--- src/rtl/refine_pkg.sv ---
package refine_pkg;
  typedef enum logic [3:0] {
    ST_IDLE, ST_SEND_INV, ST_WAIT_INV, ST_UPD_X,
    ST_SEND_MVM, ST_WAIT_MVM, ST_UPD_R, ST_CHECK, ST_DONE
  } seq_state_e;
endpackage

--- src/rtl/refine_norm.sv ---
module refine_norm #(
  parameter int N  = 4,
  parameter int W  = 24,
  parameter int QW = 4,
  parameter int LW = 5
) (
  input  logic [N*W-1:0]  r_i,
  input  logic [LW-1:0]   tol_i,
  output logic [N*QW-1:0] q_o,
  output logic [LW-1:0]   shift_o,
  output logic            conv_o
);
  logic [W:0]    mag_max;
  logic [LW-1:0] lead;
  logic          nz;

  always_comb begin
    mag_max = '0;
    for (int i = 0; i < N; i++) begin
      logic signed [W:0] ext;
      logic [W:0]        mag;
      ext = {r_i[i*W+W-1], r_i[i*W +: W]};
      mag = ext[W] ? $unsigned(-ext) : $unsigned(ext);
      if (mag > mag_max) mag_max = mag;
    end
    lead = '0;
    for (int b = 0; b <= W; b++)
      if (mag_max[b]) lead = LW'(b);
    nz = |mag_max;
  end

  // magnitude < 2^(lead+1) must land below 2^(QW-1)
  assign shift_o = (lead >= LW'(QW-1)) ? lead - LW'(QW-2) : '0;
  assign conv_o  = !nz || (lead < tol_i);

  for (genvar g = 0; g < N; g++) begin : g_quant
    logic signed [W-1:0] sh;
    assign sh = $signed(r_i[g*W +: W]) >>> shift_o;
    assign q_o[g*QW +: QW] = sh[QW-1:0];
  end
endmodule

--- src/rtl/refine_vec.sv ---
module refine_vec #(
  parameter int N = 4,
  parameter int W = 24
) (
  input  logic           clk_i,
  input  logic           rst_ni,
  input  logic           load_i,
  input  logic [N*W-1:0] b_i,
  input  logic           cap_dx_i,
  input  logic [N*W-1:0] dx_i,
  input  logic           cap_p_i,
  input  logic [N*W-1:0] p_i,
  input  logic           upd_x_i,
  input  logic           upd_r_i,
  output logic [N*W-1:0] x_o,
  output logic [N*W-1:0] r_o,
  output logic [N*W-1:0] dx_o
);
  for (genvar g = 0; g < N; g++) begin : g_el
    logic [W-1:0] x_q, r_q, dx_q, p_q;
    always_ff @(posedge clk_i or negedge rst_ni) begin
      if (!rst_ni) begin
        x_q <= '0; r_q <= '0; dx_q <= '0; p_q <= '0;
      end else begin
        if (load_i) begin
          x_q <= '0;
          r_q <= b_i[g*W +: W];
        end else begin
          if (upd_x_i) x_q <= x_q + dx_q;
          if (upd_r_i) r_q <= r_q - p_q;
        end
        if (cap_dx_i) dx_q <= dx_i[g*W +: W];
        if (cap_p_i)  p_q  <= p_i[g*W +: W];
      end
    end
    assign x_o[g*W +: W]  = x_q;
    assign r_o[g*W +: W]  = r_q;
    assign dx_o[g*W +: W] = dx_q;
  end
endmodule

--- src/rtl/refine_ctrl.sv ---
module refine_ctrl
  import refine_pkg::*;
#(
  parameter int IW = 8
) (
  input  logic          clk_i,
  input  logic          rst_ni,
  input  logic          start_i,
  input  logic          inv_ack_i,
  input  logic          mvm_ack_i,
  input  logic          conv_hit_i,
  input  logic [IW-1:0] max_iter_i,
  output logic          load_o,
  output logic          inv_req_o,
  output logic          cap_dx_o,
  output logic          upd_x_o,
  output logic          mvm_req_o,
  output logic          cap_p_o,
  output logic          upd_r_o,
  output logic          busy_o,
  output logic          done_o,
  output logic          conv_o,
  output logic          nconv_o,
  output logic [IW-1:0] iter_o
);
  seq_state_e st_q, st_d;
  logic [IW-1:0] iter_q;
  logic conv_q, nconv_q;

  assign load_o    = (st_q == ST_IDLE) && start_i;
  assign inv_req_o = (st_q == ST_SEND_INV);
  assign cap_dx_o  = (st_q == ST_WAIT_INV) && inv_ack_i;
  assign upd_x_o   = (st_q == ST_UPD_X);
  assign mvm_req_o = (st_q == ST_SEND_MVM);
  assign cap_p_o   = (st_q == ST_WAIT_MVM) && mvm_ack_i;
  assign upd_r_o   = (st_q == ST_UPD_R);
  assign done_o    = (st_q == ST_DONE);
  assign busy_o    = (st_q != ST_IDLE) && (st_q != ST_DONE);

  always_comb begin
    st_d = st_q;
    unique case (st_q)
      ST_IDLE:     if (start_i) st_d = ST_SEND_INV;
      ST_SEND_INV: st_d = ST_WAIT_INV;
      ST_WAIT_INV: if (inv_ack_i) st_d = ST_UPD_X;
      ST_UPD_X:    st_d = ST_SEND_MVM;
      ST_SEND_MVM: st_d = ST_WAIT_MVM;
      ST_WAIT_MVM: if (mvm_ack_i) st_d = ST_UPD_R;
      ST_UPD_R:    st_d = ST_CHECK;
      ST_CHECK:    st_d = (conv_hit_i || iter_q >= max_iter_i) ? ST_DONE : ST_SEND_INV;
      ST_DONE:     st_d = ST_IDLE;
      default:     st_d = ST_IDLE;
    endcase
  end

  always_ff @(posedge clk_i or negedge rst_ni) begin
    if (!rst_ni) begin
      st_q <= ST_IDLE; iter_q <= '0; conv_q <= 1'b0; nconv_q <= 1'b0;
    end else begin
      st_q <= st_d;
      if (load_o) begin
        iter_q <= '0; conv_q <= 1'b0; nconv_q <= 1'b0;
      end else if (upd_r_o) begin
        iter_q <= iter_q + 1'b1;
      end else if (st_q == ST_CHECK) begin
        if (conv_hit_i)               conv_q  <= 1'b1;
        else if (iter_q >= max_iter_i) nconv_q <= 1'b1;
      end
    end
  end

  assign conv_o  = conv_q;
  assign nconv_o = nconv_q;
  assign iter_o  = iter_q;


  inv_pulse_chk: assert property (@(posedge clk_i) disable iff (!rst_ni)
    inv_req_o |=> !inv_req_o);

  mvm_pulse_chk: assert property (@(posedge clk_i) disable iff (!rst_ni)
    mvm_req_o |=> !mvm_req_o);

  flag_excl_chk: assert property (@(posedge clk_i) disable iff (!rst_ni)
    $countones({conv_o, nconv_o}) <= 1);

  done_flag_chk: assert property (@(posedge clk_i) disable iff (!rst_ni)
    done_o |-> $countones({conv_o, nconv_o}) == 1);

  limit_chk: assert property (@(posedge clk_i) disable iff (!rst_ni)
    $rose(nconv_o) |-> iter_o >= max_iter_i);

  no_req_idle_chk: assert property (@(posedge clk_i) disable iff (!rst_ni)
    !busy_o |-> !(inv_req_o || mvm_req_o));
endmodule

--- src/rtl/refine_seq.sv ---
module refine_seq #(
  parameter int N  = 4,
  parameter int W  = 24,
  parameter int QW = 4,
  parameter int IW = 8,
  localparam int LW = $clog2(W + 1)
) (
  input  logic            clk_i,
  input  logic            rst_ni,
  input  logic            start_i,
  input  logic [N*W-1:0]  b_i,
  input  logic [LW-1:0]   tol_i,
  input  logic [IW-1:0]   max_iter_i,
  output logic            inv_req_o,
  output logic [N*QW-1:0] inv_vec_o,
  output logic [LW-1:0]   inv_shift_o,
  input  logic            inv_ack_i,
  input  logic [N*W-1:0]  inv_dx_i,
  output logic            mvm_req_o,
  output logic [N*W-1:0]  mvm_vec_o,
  input  logic            mvm_ack_i,
  input  logic [N*W-1:0]  mvm_res_i,
  output logic            busy_o,
  output logic            done_o,
  output logic            conv_o,
  output logic            nconv_o,
  output logic [IW-1:0]   iter_o,
  output logic [N*W-1:0]  x_o
);
  logic load, cap_dx, cap_p, upd_x, upd_r, conv_hit;
  logic [N*W-1:0] r_vec;

  refine_ctrl #(.IW(IW)) u_ctrl (
    .clk_i, .rst_ni, .start_i, .inv_ack_i, .mvm_ack_i,
    .conv_hit_i(conv_hit), .max_iter_i,
    .load_o(load), .inv_req_o, .cap_dx_o(cap_dx), .upd_x_o(upd_x),
    .mvm_req_o, .cap_p_o(cap_p), .upd_r_o(upd_r),
    .busy_o, .done_o, .conv_o, .nconv_o, .iter_o
  );

  refine_vec #(.N(N), .W(W)) u_vec (
    .clk_i, .rst_ni, .load_i(load), .b_i,
    .cap_dx_i(cap_dx), .dx_i(inv_dx_i), .cap_p_i(cap_p), .p_i(mvm_res_i),
    .upd_x_i(upd_x), .upd_r_i(upd_r),
    .x_o, .r_o(r_vec), .dx_o(mvm_vec_o)
  );

  refine_norm #(.N(N), .W(W), .QW(QW), .LW(LW)) u_norm (
    .r_i(r_vec), .tol_i, .q_o(inv_vec_o), .shift_o(inv_shift_o), .conv_o(conv_hit)
  );
endmodule

--- config.mk ---
export PLATFORM = sky130hd
export DESIGN_NAME = refine_seq
export DESIGN_NICKNAME = d
export VERILOG_FILES = /design/src/rtl/refine_pkg.sv /design/src/rtl/refine_norm.sv /design/src/rtl/refine_vec.sv /design/src/rtl/refine_ctrl.sv /design/src/rtl/refine_seq.sv
export SDC_FILE = /design/constraint.sdc
export NUM_CORES = 1
export LEC_CHECK = 0
export BUFFER_PORTS_ARGS = -buffer_cell sky130_fd_sc_hd__buf_4
export CORE_MARGIN = 5
export CORE_UTILIZATION = 63
export DETAILED_ROUTE_END_ITERATION = 8
export GPL_ROUTABILITY_DRIVEN = 0
export GPL_TIMING_DRIVEN = 1
export PLACE_DENSITY = 0.88
export SKIP_LAST_GASP = 1
export SYNTH_ARGS = -nofsm -noshare
export SYNTH_HDL_FRONTEND = slang
export SYNTH_SLANG_ARGS = --single-unit
--- constraint.sdc ---
create_clock -name clk_i -period 27.4 [get_ports clk_i]
set_input_delay 1.37 -clock clk_i [delete_from_list [all_inputs] [get_ports clk_i]]
set_output_delay 1.37 -clock clk_i [all_outputs]
set_load 0.02 [all_outputs]
Word-level counts from Yosys, hierarchy flattened
Index checks and enable logic that the tools add are counted.
{"block": "totals", "out_inout_bits": 227, "regBits": 398}
{"block": "op_classes", "muxes": 65, "n_addsub": 14, "order_cmp": 7, "reduce_logical": 18, "shifts": 4, "eq_ne": 14}
{"cell": "$mux W24", "n": 16}
{"cell": "$mux W25", "n": 8}
{"cell": "$neg A24 Y25", "n": 4}
{"cell": "$add A24 B24 Y24", "n": 4}
{"cell": "$sshr A24 B5 Y4", "n": 4}
{"cell": "$sub A24 B24 Y24", "n": 4}
{"cell": "$gt A25 B25 Y1", "n": 3}
{"cell": "$mux W5", "n": 10}
{"cell": "$mux W4", "n": 12}
{"cell": "$pmux W4 S8", "n": 1}
{"cell": "$gt A25 B1 Y1 const B", "n": 1}
{"cell": "$reduce_or A25 Y1", "n": 1}
{"cell": "$eq A4 B3 Y1 const B", "n": 4}
{"cell": "$mux W8", "n": 2}
{"cell": "$mux W3", "n": 4}
{"cell": "$mux W1", "n": 10}
{"cell": "$ne A2 B2 Y1 const B", "n": 5}
{"cell": "$reduce_bool A2 Y1", "n": 5}
{"cell": "$add A8 B1 Y8 const B", "n": 1}
{"cell": "$eq A4 B2 Y1 const B", "n": 2}
{"cell": "$ge A8 B8 Y1", "n": 1}
{"cell": "$reduce_and A3 Y1", "n": 2}
{"cell": "$ge A5 B2 Y1 const B", "n": 1}
{"cell": "$lt A5 B5 Y1", "n": 1}
{"cell": "other kinds (11)", "n": 16}

Logic depth before layout (Yosys ltp)
{"block": "depth", "depth_word": 40, "ltp_mapped": 60, "ltp_nobuf": 49}

Modules after synthesis
Synthesis repeated with hierarchy kept, for this count alone.
{"block": "hier_totals", "cells_unflattened": 3884, "area_unflattened_um2": 33621.0}
{"mod": "refine_vec", "instances": 1, "area_per_inst_um2": 23751.5, "seq_area_each_um2": 9609.2, "cells_per_inst": 2511}
{"mod": "refine_norm", "instances": 1, "area_per_inst_um2": 8913.5, "seq_area_each_um2": 0.0, "cells_per_inst": 1263}
{"mod": "refine_ctrl", "instances": 1, "area_per_inst_um2": 955.9, "seq_area_each_um2": 350.3, "cells_per_inst": 110}

Worst setup path after synthesis
OpenSTA, ideal clock, no wires.
{"block": "synth_timing", "path_kind": "reg2out", "startpoint": "reg u_vec.g_el[1].r_q[12]", "endpoint": "out inv_vec_o[10]", "arrival_time_ns": 12.490, "path_stages_with_launch": 51, "slack_ns": 13.540, "cell_sequence": "dfrtp_1 -> buf_6 -> or4_1 -> or4b_4 -> or2_1 -> or4_1 -> inv_1 -> ha_1 -> nand2_1 -> nor4_2 -> nand3_1 -> nor3_2 -> a21o_1 -> buf_2 -> buf_2 -> clkbuf_1 -> clkbuf_1 -> a21oi_1 -> (+15 left out) -> a2111oi_0 -> a21o_1 -> buf_2 -> buf_1 -> nor3_1 -> a221o_1 -> nor2b_1 -> o31ai_1 -> nand2_1 -> and2_1 -> ha_1 -> nor2_1 -> nand3_1 -> a21boi_2 -> o21ai_1 -> inv_2 -> mux4_2 -> a211oi_1"}
{"block": "synth_via", "elab_chain_cells": 35, "word_cells_on_any_way": 36}
{"item": "start: declaration", "line_no": "refine_vec.sv:20", "source": "logic [W-1:0] x_q, r_q, dx_q, p_q;"}
{"item": "start signal: assignment", "line_no": "refine_vec.sv:27", "source": "r_q <= b_i[g*W +: W];"}
{"item": "start signal: assignment", "line_no": "refine_vec.sv:30", "source": "if (upd_r_i) r_q <= r_q - p_q;"}
{"item": "$neg A24 Y25", "line_no": "refine_norm.sv:23", "source": "mag = ext[W] ? $unsigned(-ext) : $unsigned(ext);"}
{"item": "$mux W25 (*)", "line_no": "refine_norm.sv:23"}
{"item": "$gt A25 B25 Y1", "line_no": "refine_norm.sv:24", "source": "if (mag > mag_max) mag_max = mag;"}
{"item": "$mux W25 (*)", "line_no": "refine_norm.sv:24"}
{"item": "$gt A25 B25 Y1", "line_no": "refine_norm.sv:24"}
{"item": "$mux W25 (*)", "line_no": "refine_norm.sv:24"}
{"item": "$gt A25 B25 Y1", "line_no": "refine_norm.sv:24"}
{"item": "$mux W25 (*)", "line_no": "refine_norm.sv:24"}
{"item": "(+3 left out)"}
{"item": "$mux W3 (4 in a row)", "line_no": "refine_norm.sv:28", "source": "if (mag_max[b]) lead = LW'(b);"}
{"item": "$mux W4 (8 in a row)", "line_no": "refine_norm.sv:28"}
{"item": "$mux W5 (8 in a row)", "line_no": "refine_norm.sv:28"}
{"item": "$mux W5 (*)", "line_no": "refine_norm.sv:28"}
{"item": "$sub A5 B2 Y5 or $ge A5 B2 Y1 (tied branches)", "line_no": "refine_norm.sv:33", "source": "assign shift_o = (lead >= LW'(QW-1)) ? lead - LW'(QW-2) : '0;"}
{"item": "$mux W5 (*)", "line_no": "refine_norm.sv:33"}
{"item": "net inv_shift_o[2]", "line_no": "refine_seq.sv:16", "source": "output logic [LW-1:0] inv_shift_o,"}
{"item": "$sshr A24 B5 Y4 (*)", "line_no": "refine_norm.sv:38", "source": "assign sh = $signed(r_i[g*W +: W]) >>> shift_o;"}
{"item": "end: declaration", "line_no": "refine_seq.sv:15", "source": "output logic [N*QW-1:0] inv_vec_o,"}
Mark *: on every way through the listed nets, which the timed path passes. The rest lies on a longest branch.

Final worst setup path
{"block": "layout_timing", "startpoint": "reg u_vec.g_el[0].r_q[23]", "endpoint": "out inv_vec_o[6]"}
{"block": "layout_via", "elab_chain_cells": 37, "word_cells_on_any_way": 38}
{"item": "start: declaration", "line_no": "refine_vec.sv:20"}
{"item": "start signal: assignment", "line_no": "refine_vec.sv:27"}
{"item": "start signal: assignment", "line_no": "refine_vec.sv:30"}
{"item": "$neg A24 Y25", "line_no": "refine_norm.sv:23"}
{"item": "$mux W25 (*)", "line_no": "refine_norm.sv:23"}
{"item": "$gt A25 B1 Y1", "line_no": "refine_norm.sv:24"}
{"item": "$mux W25 (*)", "line_no": "refine_norm.sv:24"}
{"item": "$gt A25 B25 Y1", "line_no": "refine_norm.sv:24"}
{"item": "$mux W25 (*)", "line_no": "refine_norm.sv:24"}
{"item": "$gt A25 B25 Y1", "line_no": "refine_norm.sv:24"}
{"item": "$mux W25 (*)", "line_no": "refine_norm.sv:24"}
{"item": "(+3 left out)"}
{"item": "$mux W2 (2 in a row)", "line_no": "refine_norm.sv:28"}
{"item": "$mux W3 (4 in a row)", "line_no": "refine_norm.sv:28"}
{"item": "$mux W4 (8 in a row)", "line_no": "refine_norm.sv:28"}
{"item": "$mux W5 (8 in a row)", "line_no": "refine_norm.sv:28"}
{"item": "$mux W5 (*)", "line_no": "refine_norm.sv:28"}
{"item": "$sub A5 B2 Y5 or $ge A5 B2 Y1 (tied branches)", "line_no": "refine_norm.sv:33"}
{"item": "$mux W5 (*)", "line_no": "refine_norm.sv:33"}
{"item": "$sshr A24 B5 Y4 (*)", "line_no": "refine_norm.sv:38"}
Every way passes the cells marked *; elsewhere a longest branch is shown, timed or not.

==> results.ini <==
[cells_and_area]
fin_nets = 4610
area_growth_pct = 18.9
fillers = 3463
drive_gt1_share_pct = 21.9

[die]
die_h_um = 235
initial_core_util_pct = 63.7
die_x_um = 235
core_um2 = 50100
dieArea_um2 = 55200
row_count = 82
io_pins = 533

[setup_path]
slowest_delay_ps = 980
cp.required_ps = 26030
reg2reg_to = u_ctrl.st_q[0]
crit_family = compound AO/OA/AOI/OAI gates
critical_path_peak_fanout = 53
worst-r2r-setup-slack_ps = 13750
r2r-start = u_vec.g_el[0].r_q[23]
path_common_cell = ha_1
crit_arrival_ps = 16300
worstSetupPathType = register to primary output
start_kind = register
endpoint_kind = primary output
cp_slowest_cell = dfrtp_1
crit_buf_inv = 8
r2r_cells = 39

[clocking]
clock_latency_ps = 590
cts_buffer_depth = 3
htree_num_levels = 2
cts_setup_buffers = 0
cts_tree = yes
cts_sinks = 398
numCtsBuffers = 45
cts_resized = 0
postCtsHoldBufs = 0
clk_transition_reported_paths_ps = 60
cts_root_buffer = clkbuf_16

[yosys]
syn-cell-area_um2 = 31900
ys_top_cells_by_count = dfrtp_1, nand2_1, ha_1, o21ai_0, nor2_1
yosysTopAreaCell = dfrtp_1
syn_inst = 3584
synth-edff-count = 0
seq_area_frac_synth_pct = 31.2
synth.area.top_cells = dfrtp_1, ha_1, mux2_2, mux2i_1, o21ai_0
synthArstFlopShare_pct = 100
yosysMostFrequentCell = dfrtp_1
yosysWarnings = 0
synth.top_cell.area_share_pct = 31.2
synth.distinct_cells = 92
syn_avg_cell_area_um2 = 8.89
synth_ff_type = dfrtp_1
synth-seq-cells = 398

[grt]
grt_usage_pct = 39.5
grt_pass1_vias = 31241
grt_overflow_total = 0
grt_max_degree = 150
antenna_found_initial = 19
grt_pass1_wl_mm = 176

[timing]
slew_violations = 0
period_share_pct = 64.5
fin_worst_skew_ps = 28.5
period_needed_ps = 17670
grt_setup_unrepaired = no
maxClockFrequency_mhz = 56.6
worst_pin_slew_ps = 1270
finalSetupTns_ps = 0
whs_ps = 486
finalWorstSetupSlack_ps = 9730
setup_violations = 0
slew_headroom_pct = 14.9
timing_hold_violations_final = 0

[route]
vias = 31675
first_pass_iters = 9
post-route-drc-count = 23
first_iter_violations = 3988
viasPerCell = 6.68
antenna_left = 0
wl_per_cell_um = 24.1
drt_wl_total_mm = 114

[placement]
dp_hpwl_mm = 85.3
portBuffers = 532
place_ws_ps = 10940

[flow_run]
drv_cap = 0

[min_path]
min_to = u_vec.g_el[2].x_q[23]
worstHoldStart = u_vec.g_el[2].x_q[23]
hold_depth = 1
min_path_type = register to register

[status]
violations = design-rule violations
status = complete, but fails checks

[worst register-to-register path: cells and delay by family (launching register included)]
kind / cells / cell delay [ps]
AOI/OAI and AO/OA: 18 / 5980
and+or+nand+nor: 12 / 3690
buffers and inverters: 4 / 1290
DFF: 1 / 980
adders and majority gates: 3 / 890
muxes: 1 / 560
xor gates and xnor gates: 1 / 160
[worst max path at each step]
stage | cells after the start | start | endpoint | slack (ps)
after CTS | 46 | u_vec.g_el[0].r_q[23] | inv_vec_o[6] | 10290
final | 46 | u_vec.g_el[0].r_q[23] | inv_vec_o[6] | 9730
after floorplan | 50 | u_vec.g_el[1].r_q[12] | inv_vec_o[10] | 13540
after global routing | 42 | u_vec.g_el[0].r_q[23] | inv_vec_o[6] | 9100
after global placement | 46 | u_vec.g_el[0].r_q[23] | inv_vec_o[6] | 11630
after detailed placement | 46 | u_vec.g_el[0].r_q[23] | inv_vec_o[6] | 10940
[metal layers]
metal / track usage [%] / up-vias / routed length, um
met5: 0 / - / 63
met4: 27.7 / 10 / 10200
met3: 11.1 / 639 / 12800
met2: 62.6 / 2105 / 51700
met1: 46.3 / 14898 / 39700
li1: - / 14023 / -
[state kept, by name (all words and copies together) (netlist names)]
signal           flops
u_vec.g_el.dx_q     96
u_vec.g_el.p_q      96
u_vec.g_el.r_q      96
u_vec.g_el.x_q      96
u_ctrl.iter_o        8
u_ctrl.st_q          4
u_ctrl.conv_o        1
u_ctrl.nconv_o       1
[metrics by stage]
stage | util, % | instance area, um^2 | instances
2_1_floorplan | - | 31900 | 3588
3_5_place_dp | 72.4 | 36300 | 4643
3_3_place_gp | 72.4 | 36300 | 4643
6_report | 75.7 | 37900 | 4741
5_1_grt | 75.7 | 37900 | 4738
4_1_cts | 75.6 | 37900 | 4725
[cells in the final DEF, fill, tap and decap left out, types with 22 or more instances in the layout]
master,synthesis,layout
mux2i_1,135,135
o211ai_1,29,29
a21o_1,35,35
nand2_1,295,294
inv_1,227,227
and3_1,30,29
nand2b_1,36,36
o21ai_0,261,261
a21oi_1,154,154
a31oi_1,22,22
or3_1,44,44
ha_1,278,278
o21a_1,36,36
a211oi_1,32,32
a221o_1,25,25
a21boi_0,30,30
mux2_2,202,202
buf_4,4,551
nand3_1,90,87
a22oi_1,99,99
nor2_1,239,235
nor3_1,112,111
xnor2_1,105,105
o31ai_1,60,60
nor2b_1,41,41
dfrtp_1,398,398
clkbuf_16,0,45
nand4_1,23,23
xor2_1,101,101
o41ai_1,23,23
[final cells by class]
cell class	count	area (um^2)	share of cell area [%]
Tap cell	672	841	2.22
Inverter	231	870	2.29
Timing Repair Buffer	553	4170	11.0
Clock inverter	22	332	0.875
Clock buffer	60	1260	3.33
Antenna cell	16	40.0	0.106
Multi-Input combinational cell	2789	20400	53.9
Sequential cell	398	9960	26.3
[cell families after synthesis]
logic type,after synthesis,synth area share (%)
buffers and inverters,401,4.95
other,2,0.0236
XOR/XNOR,206,5.66
AO/OA/AOI/OAI,957,20.2
adder cells (fa/ha/maj),286,11.4
multiplexers,342,11.6
flip-flops,398,31.2
AND/OR/NAND/NOR,992,14.8
Power is not shown: default switching activity piles up to over one toggle a cycle in this logic, so the estimate is an artifact.
